===== src/rtl/upper_mem_router.sv =====
module upper_mem_router #(
  parameter int EP_LG   = 12,
  parameter int CTL_LG  = 14,
  parameter int LNK_LG  = 12,
  parameter int APER_LG = 28,
  parameter int GTT_LG  = 20,
  localparam int NT     = 9
) (
  input  logic              clk,
  input  logic              rst_n,
  input  logic              req_valid,
  input  logic [31:0]       req_addr,
  input  logic [11:0]       low_top,
  input  logic              ep_en,
  input  logic [31:EP_LG]   ep_base,
  input  logic              ctl_en,
  input  logic [31:CTL_LG]  ctl_base,
  input  logic              lnk_en,
  input  logic [31:LNK_LG]  lnk_base,
  input  logic              cfg_en,
  input  logic [3:0]        cfg_base,
  input  logic              gfx_en,
  input  logic [31:APER_LG] aper_base,
  input  logic [31:GTT_LG]  gtt_base,
  input  logic [11:0]       mem_base,
  input  logic [11:0]       mem_limit,
  input  logic [11:0]       pf_base,
  input  logic [11:0]       pf_limit,
  output logic              route_valid,
  output logic [NT-1:0]     route_sel,
  output logic [7:0]        cfg_bus,
  output logic [4:0]        cfg_dev,
  output logic [2:0]        cfg_fn
);

  localparam int T_DRAM = 0, T_DOWN = 1, T_EP = 2, T_CTL = 3, T_LNK = 4,
                 T_CFG = 5, T_APER = 6, T_GTT = 7, T_PCIE = 8;

  logic [11:0] mb;
  logic below, hit_ep, hit_ctl, hit_lnk, hit_cfg, hit_aper, hit_gtt, hit_mem, hit_pf;
  logic [NT-1:0] nxt_sel;
  logic unused_lo;

  assign mb       = req_addr[31:20];
  assign below    = mb < low_top;
  assign hit_ep   = ep_en  && req_addr[31:EP_LG]  == ep_base;
  assign hit_ctl  = ctl_en && req_addr[31:CTL_LG] == ctl_base;
  assign hit_lnk  = lnk_en && req_addr[31:LNK_LG] == lnk_base;
  assign hit_cfg  = cfg_en && req_addr[31:28] == cfg_base;
  assign hit_aper = gfx_en && req_addr[31:APER_LG] == aper_base;
  assign hit_gtt  = gfx_en && req_addr[31:GTT_LG]  == gtt_base;
  assign hit_mem  = (mb >= mem_base) && (mb <= mem_limit);
  assign hit_pf   = (mb >= pf_base)  && (mb <= pf_limit);
  assign unused_lo = ^req_addr[11:0];

  always_comb begin
    nxt_sel = '0;
    if (below)                   nxt_sel[T_DRAM] = 1'b1;
    else if (hit_ep)             nxt_sel[T_EP]   = 1'b1;
    else if (hit_ctl)            nxt_sel[T_CTL]  = 1'b1;
    else if (hit_lnk)            nxt_sel[T_LNK]  = 1'b1;
    else if (hit_cfg)            nxt_sel[T_CFG]  = 1'b1;
    else if (hit_aper)           nxt_sel[T_APER] = 1'b1;
    else if (hit_gtt)            nxt_sel[T_GTT]  = 1'b1;
    else if (hit_mem || hit_pf)  nxt_sel[T_PCIE] = 1'b1;
    else                         nxt_sel[T_DOWN] = 1'b1;
  end

  always_ff @(posedge clk or negedge rst_n) begin
    if (!rst_n) begin
      route_valid <= 1'b0;
      route_sel   <= '0;
      {cfg_bus, cfg_dev, cfg_fn} <= '0;
    end else begin
      route_valid <= req_valid;
      route_sel   <= req_valid ? nxt_sel : '0;
      {cfg_bus, cfg_dev, cfg_fn} <= (req_valid && nxt_sel[T_CFG]) ? req_addr[27:12] : 16'h0;
    end
  end

  // exactly one target while valid, none while idle
  a_r8_onehot: assert property (@(posedge clk) disable iff (!rst_n)
    route_valid |-> $countones(route_sel) == 1);
  a_r8_idle: assert property (@(posedge clk) disable iff (!rst_n)
    !route_valid |-> route_sel == '0);
  // DRAM only below the boundary, and always below it
  a_r1_dram: assert property (@(posedge clk) disable iff (!rst_n)
    route_valid && route_sel[T_DRAM] |-> $past(req_addr[31:20]) < $past(low_top));
  a_r1_below: assert property (@(posedge clk) disable iff (!rst_n)
    route_valid && ($past(req_addr[31:20]) < $past(low_top)) |-> route_sel[T_DRAM]);
  // graphics targets need graphics enabled
  a_r5_gfx_gate: assert property (@(posedge clk) disable iff (!rst_n)
    route_valid && (route_sel[T_APER] || route_sel[T_GTT]) |-> $past(gfx_en));
  // PCIe target only inside an inclusive window
  a_r6_pcie_win: assert property (@(posedge clk) disable iff (!rst_n)
    route_valid && route_sel[T_PCIE] |->
      ($past(req_addr[31:20]) >= $past(mem_base) && $past(req_addr[31:20]) <= $past(mem_limit)) ||
      ($past(req_addr[31:20]) >= $past(pf_base)  && $past(req_addr[31:20]) <= $past(pf_limit)));
  // decoded fields are zero off the configuration route
  a_r4_bdf_zero: assert property (@(posedge clk) disable iff (!rst_n)
    !route_sel[T_CFG] |-> {cfg_bus, cfg_dev, cfg_fn} == 16'h0);
  // reset state
  always_ff @(posedge clk) begin
    if (!rst_n) a_r9_reset: assert (!route_valid && route_sel == '0);
  end

endmodule


===== config.mk =====
export PLATFORM = sky130hd
export DESIGN_NAME = upper_mem_router
export DESIGN_NICKNAME = d
export VERILOG_FILES = /design/src/rtl/upper_mem_router.sv
export SDC_FILE = /design/constraint.sdc
export NUM_CORES = 1
export LEC_CHECK = 0
export CAP_MARGIN = 20
export CORE_ASPECT_RATIO = 0.8
export CORE_MARGIN = 5
export CORE_UTILIZATION = 23
export CTS_BUF_LIST = sky130_fd_sc_hd__clkbuf_16
export CTS_CLUSTER_SIZE = 10
export DETAILED_ROUTE_END_ITERATION = 16
export GPL_TIMING_DRIVEN = 0
export HOLD_SLACK_MARGIN = 0.08
export RECOVER_POWER = 25
export SYNTH_ARGS = -nofsm -noshare
export SYNTH_HDL_FRONTEND = slang
export SYNTH_SLANG_ARGS = --single-unit
export TNS_END_PERCENT = 20

===== constraint.sdc =====
create_clock -name clk -period 0.8 [get_ports clk]
set_input_delay 0.24 -clock clk [delete_from_list [all_inputs] [get_ports clk]]
set_output_delay 0.24 -clock clk [all_outputs]
set_load 0.02 [all_outputs]

# After elaboration in Yosys (flattened, before gate mapping)
# Cells that the tools add are included.
[classes]
n_lt_le_gt_ge = 5
mux = 24
n_reduce_logical = 10
n_eq_ne = 6
[op_table]
columns = ["operator", "n"]
rows = [
  ["20-bit equality test", 2],
  ["12-bit >= comparator", 2],
  ["12-bit less-or-equal comparator", 2],
  ["18-bit equality test", 1],
  ["1-bit 2-to-1 mux", 16],
  ["16-bit 2-to-1 mux", 1],
  ["12-bit equality test", 1],
  ["12-bit less-than comparator", 1],
  ["1-bit logical AND", 9],
  ["9-bit 2-to-1 mux", 1],
  ["4-bit equality test", 2],
  ["8-bit 2-to-1 mux", 1],
  ["6-bit 2-to-1 mux", 1],
  ["5-bit 2-to-1 mux", 1],
  ["4-bit 2-to-1 mux", 1],
  ["3-bit 2-to-1 mux", 1],
  ["2-bit 2-to-1 mux", 1],
  ["1-bit logical OR", 1],
]
[word_totals]
inputBits = 178
reg_bits = 26
out_inout_bits = 26

# Logic depth before layout (Yosys ltp)
[depth]
word_depth = 13
depth_mapped = 9

# Worst setup path before layout
# OpenSTA, ideal clock, no wires.
[synth_path]
path_type = "input-to-reg"
from = "input port req_addr[20]"
to = "register route_sel[8]"
n_path_buf = 1
t_arrival_ps = 1924
setup_slack_ps = -1211
setup_time_ps = 87
cell_stages = 9
required_time_ps = 713
cell_sequence = "buf_2 -> inv_1 -> ha_1 -> and4b_1 -> a211o_1 -> a211o_1 -> a221oi_2 -> o32ai_1 -> a211oi_2"
[synth_via]
elab_chain_cells = 12
[synth_lines]
columns = ["item", "line", "text"]
rows = [
  ["start: declaration", "12", "input logic [31:0] req_addr,"],
  ["12-bit >= comparator, or another cell as far along", "52", "assign hit_mem = (mb >= mem_base) && (mb <= mem_limit);"],
  ["1-bit logical AND (on tied branches)", "52, 53", ""],
  ["1-bit logical OR", "65", "else if (hit_mem || hit_pf) nxt_sel[T_PCIE] = 1'b1;"],
  ["1-bit 2-to-1 mux", "65", ""],
  ["1-bit 2-to-1 mux", "64", "else if (hit_gtt) nxt_sel[T_GTT] = 1'b1;"],
  ["2-bit 2-to-1 mux", "63", "else if (hit_aper) nxt_sel[T_APER] = 1'b1;"],
  ["3-bit 2-to-1 mux", "62", "else if (hit_cfg) nxt_sel[T_CFG] = 1'b1;"],
  ["4-bit 2-to-1 mux", "61", "else if (hit_lnk) nxt_sel[T_LNK] = 1'b1;"],
  ["5-bit 2-to-1 mux", "60", "else if (hit_ctl) nxt_sel[T_CTL] = 1'b1;"],
  ["6-bit 2-to-1 mux", "59", "else if (hit_ep) nxt_sel[T_EP] = 1'b1;"],
  ["8-bit 2-to-1 mux *", "58", "if (below) nxt_sel[T_DRAM] = 1'b1;"],
  ["9-bit 2-to-1 mux *", "76", "route_sel <= req_valid ? nxt_sel : '0;"],
  ["end signal: assignment", "76", ""],
  ["end: declaration", "30", "output logic [NT-1:0] route_sel,"],
]
# Every way passes the cells marked *; elsewhere a longest branch is shown, timed or not.

# Worst setup path in the final report
[layout_path]
from = "input port low_top[7]"
to = "register route_sel[1]"
[layout_via]
elab_chain_cells = 3
[layout_lines]
columns = ["item", "line", "text"]
rows = [
  ["start: declaration", "13", "input logic [11:0] low_top,"],
  ["12-bit less-than comparator", "45", "assign below = mb < low_top;"],
  ["8-bit 2-to-1 mux", "58", ""],
  ["9-bit 2-to-1 mux", "76", ""],
]
# Every way passes these cells.

==> run_results.csv <==
group,metric,value,unit
outcome,status,"finished, violations left",
outcome,violations,"negative setup slack",
critical_path,critPathSlowestCell,"ha_4",
critical_path,crit_required,0.97,ns
sta,relSlewSlack,66.26,%
die,die_y,118.3,µm
clocking,cts_tree,"yes",
placement,dpl.hpwl,11580,µm
critical_path,worstSetupPathType,"input port to register",
yosys,netlist_instances,402,
die,coreArea,14350,µm²
critical_path,cp_max_fo,2,
power_and_ir_drop,p_int,4.158,mW
power_and_ir_drop,comb_power_share,54.0,%
detailed_routing,viasPerCell,4.535,
final_layout,mostFrequentLayoutCell,"dlygate4sd2_1",
final_layout,drive_gt1_share,40.66,%
sta,setup_viol,51,
global_routing,grt_usage,17.08,%
critical_path,crit_chain,"dlygate4sd2_1, inv_2, ha_4, nand2_2, o21ai_2, a32oi_2, nand2_2, nand4_1, buf_6, buf_12, buf_6, nor4bb_2",
global_routing,grt-busiest-layer,"met2",
sta,fmax,547.8,MHz
placement,portBuffers,190,
final_layout,num-fill-cells,1342,
clocking,clkTransAtPathRegs,0.07,ns
yosys,synth_top_family_by_area,"adder cells",
yosys,syn_area,3372,µm²
power_and_ir_drop,cellLeakagePower,3.206,nW
clocking,cts_buffer_depth,2,
die,die_x,145.4,µm
placement,gp_congestion,0.8680,
detailed_routing,dr.first_iter.drc_count,103,
power_and_ir_drop,vdd_drop_max,0.9872,mV
clocking,h-tree-depth,1,
detailed_routing,wl_per_cell,19.05,µm
global_routing,grt-ovfl-total,0,
power_and_ir_drop,p_seq_share,22.0,%
yosys,synthMuxAreaShare,0,%
hold_path,hp-class,"input port to async pin",
final_layout,fin_util,48.53,%
sta,drv_slew,0,
yosys,synth_seq_area_share,19.29,%
global_routing,global_route.usage.met1,22.05,%
detailed_routing,drcViolationCount,0,
power_and_ir_drop,power_density,875.8,nW/µm²
critical_path,crit_path_start_kind,"input port",
yosys,synth-compound-area-share,10.39,%
die,dieArea,17200,µm²
sta,min_period_over_period,228.2,%
yosys,async_flop_share,100.0,%
critical_path,crit_arrival,1.99,ns
yosys,ys_ff_latch,26,
clocking,cts_sinks,26,
placement,pre_cts_ws,-2.315,ns
critical_path,end_kind,"register",
final_layout,flow.area_growth_from_synthesis,106.5,%
power_and_ir_drop,clock_power_share,24.0,%
final_layout,nets,875,
yosys,synthFlopType,"dfrtp_1",
detailed_routing,wl,15680,µm
clocking,numCtsBuffers,3,
global_routing,grt_pass1_vias,4220,
yosys,synthAdderAreaFrac,21.89,%
power_and_ir_drop,p_sw,1.939,mW
power_and_ir_drop,swShare,31.81,%
sta,rsz0062_at_grt,"true",
yosys,synthSimpleGateAreaFrac,16.96,%
yosys,netlist_top_cells_area,"ha_1 22%, dfrtp_1 19%, xnor2_1 15%, inv_1 8.5%, nand4_1 4.3%",
power_and_ir_drop,power,6.097,mW
detailed_routing,dr_total_vias,3732,
final_layout,mostFrequentLayoutCells,"61 x dlygate4sd2_1, 50 x clkdlybuf4s50_1, 46 x inv_1",
sta,hold_viol,0,
critical_path,cpPeakStageDelay,0.27,ns
die,start_util,23.50,%
yosys,ys_warn_count,0,
die,core.rowCount,39,
yosys,yosys.area.top_type,"ha_1",
sta,max_slew.worst_pin.slew,0.5061,ns
sta,finalCriticalPeriod,1.826,ns
yosys,syn_nets,639,
yosys,synth-edff-count,0,
global_routing,grtUsageMet3,4.438,%
yosys,synth.avg_cell_area,8.388,µm²
die,pin_count,204,
global_routing,antenna_found_initial,2,
yosys,synth_top_area_share,21.89,%
yosys,synthXorXnorAreaFrac,19.48,%
flow_run,drv_cap,0,
detailed_routing,dr.pass1.iters,4,
global_routing,grtUsageMet2,28.60,%
detailed_routing,ant_nets,0,
sta,finalWorstSetupSlack,-1.026,ns
clocking,clock-root-buffer,"clkbuf_16",
global_routing,grt_pass1_wl,23390,µm
yosys,synth.distinct_cells,44,
global_routing,grt_max_degree,18,
## metal layers
metal	vias up	share of wire, %
li1	1838	-
met3	29	6.7
met2	115	47
met1	1750	43
met4	0	2.6
met5	-	0
## per-stage QoR
step | instances | setup TNS [ns] | hold WS (ns) | instance area (µm²)
2_1_floorplan | 402 | -19.50 | -0.05559 | 3481
3_3_place_gp | 776 | -85.03 | 0.5468 | 5613
3_5_place_dp | 777 | -70.51 | 0.5468 | 5640
4_1_cts | 812 | -27.66 | 0.06877 | 6596
5_1_grt | 821 | -29.86 | 0.1056 | 6957
6_report | 823 | -27.24 | 0.04876 | 6962
## power groups by stage
stage                     clock network, mW  logic [mW]  registers (mW)
after floorplan                           0        1.11            1.39
after global placement                    0        2.39            1.37
after detailed placement                  0        2.47            1.37
after CTS                              1.49        3.04            1.34
after global routing                   1.53        3.56            1.34
final                                  1.46        3.29            1.34
## worst max-delay path, delay by kind of cell
family,cells,cell delay [ns]
compound gates,2,0.30
fa+ha+maj,1,0.27
buf+inv,5,0.64
simple gates,4,0.54
## sequential cells by signal, summed over array words and instances (netlist names)
register	cells
cfg_bus	8
route_sel	9
cfg_fn	3
route_valid	1
cfg_dev	5
## layout make-up
| type | count | area [µm²] | area share (%) |
|---|---|---|---|
| Antenna cell | 2 | 5.005 | 0.07189 |
| Buffer | 15 | 244.0 | 3.505 |
| Clock buffer | 3 | 75.07 | 1.078 |
| Clock inverter | 1 | 30.03 | 0.4313 |
| Inverter | 77 | 299.0 | 4.295 |
| Multi-Input combinational cell | 284 | 3208 | 46.08 |
| Sequential cell | 26 | 650.6 | 9.346 |
| Tap cell | 184 | 230.2 | 3.307 |
| Timing Repair Buffer | 231 | 2220 | 31.88 |
## kinds of logic (layout without fill, tap and decap cells)
kind of cell | count (synthesis) | count (layout)
simple gates | 96 | 97
other cells | 0 | 2
flops | 26 | 26
compound gates | 53 | 53
buf+inv | 93 | 327
xor+xnor | 75 | 75
fa+ha+maj | 59 | 59
## final timing paths
| path | startpoint | end | slack [ns] | cells after the start |
|---|---|---|---|---|
| max in group asynchronous | rst_n | route_sel[6] | 0.28 | 2 |
| min in group clk | req_addr[13] | cfg_fn[1] | 0.24 | 3 |
| setup / recovery | low_top[7] | route_sel[1] | -1.03 | 12 |
| hold / removal | rst_n | cfg_bus[3] | 0.05 | 1 |
## timing repair
action | in CTS | in global routing
endpoints found under the setup margin | 68 | 51
cloned | 4 | 0
hold endpoints to repair | 9 | 0
setup buffers | 28 | 11
gates resized for setup | 492 | 85
pin swaps | 105 | 60
## synth_stat cells, types with 2 or more instances
library cell,instances
a21oi_1,15
ha_1,59
a21boi_0,2
xor2_1,16
nand2_1,11
a211o_1,2
a2111oi_0,2
o32ai_1,2
buf_6,2
buf_4,3
buf_2,10
nor3_1,11
inv_1,76
a21o_1,3
nor4_1,7
a211oi_1,4
nor3_2,8
nor3b_1,2
nor2_1,14
o211ai_1,4
dfrtp_1,26
nand4_1,23
o21ai_0,13
xnor2_1,59
nand3_1,9
Power figures use the tool's default switching activity.
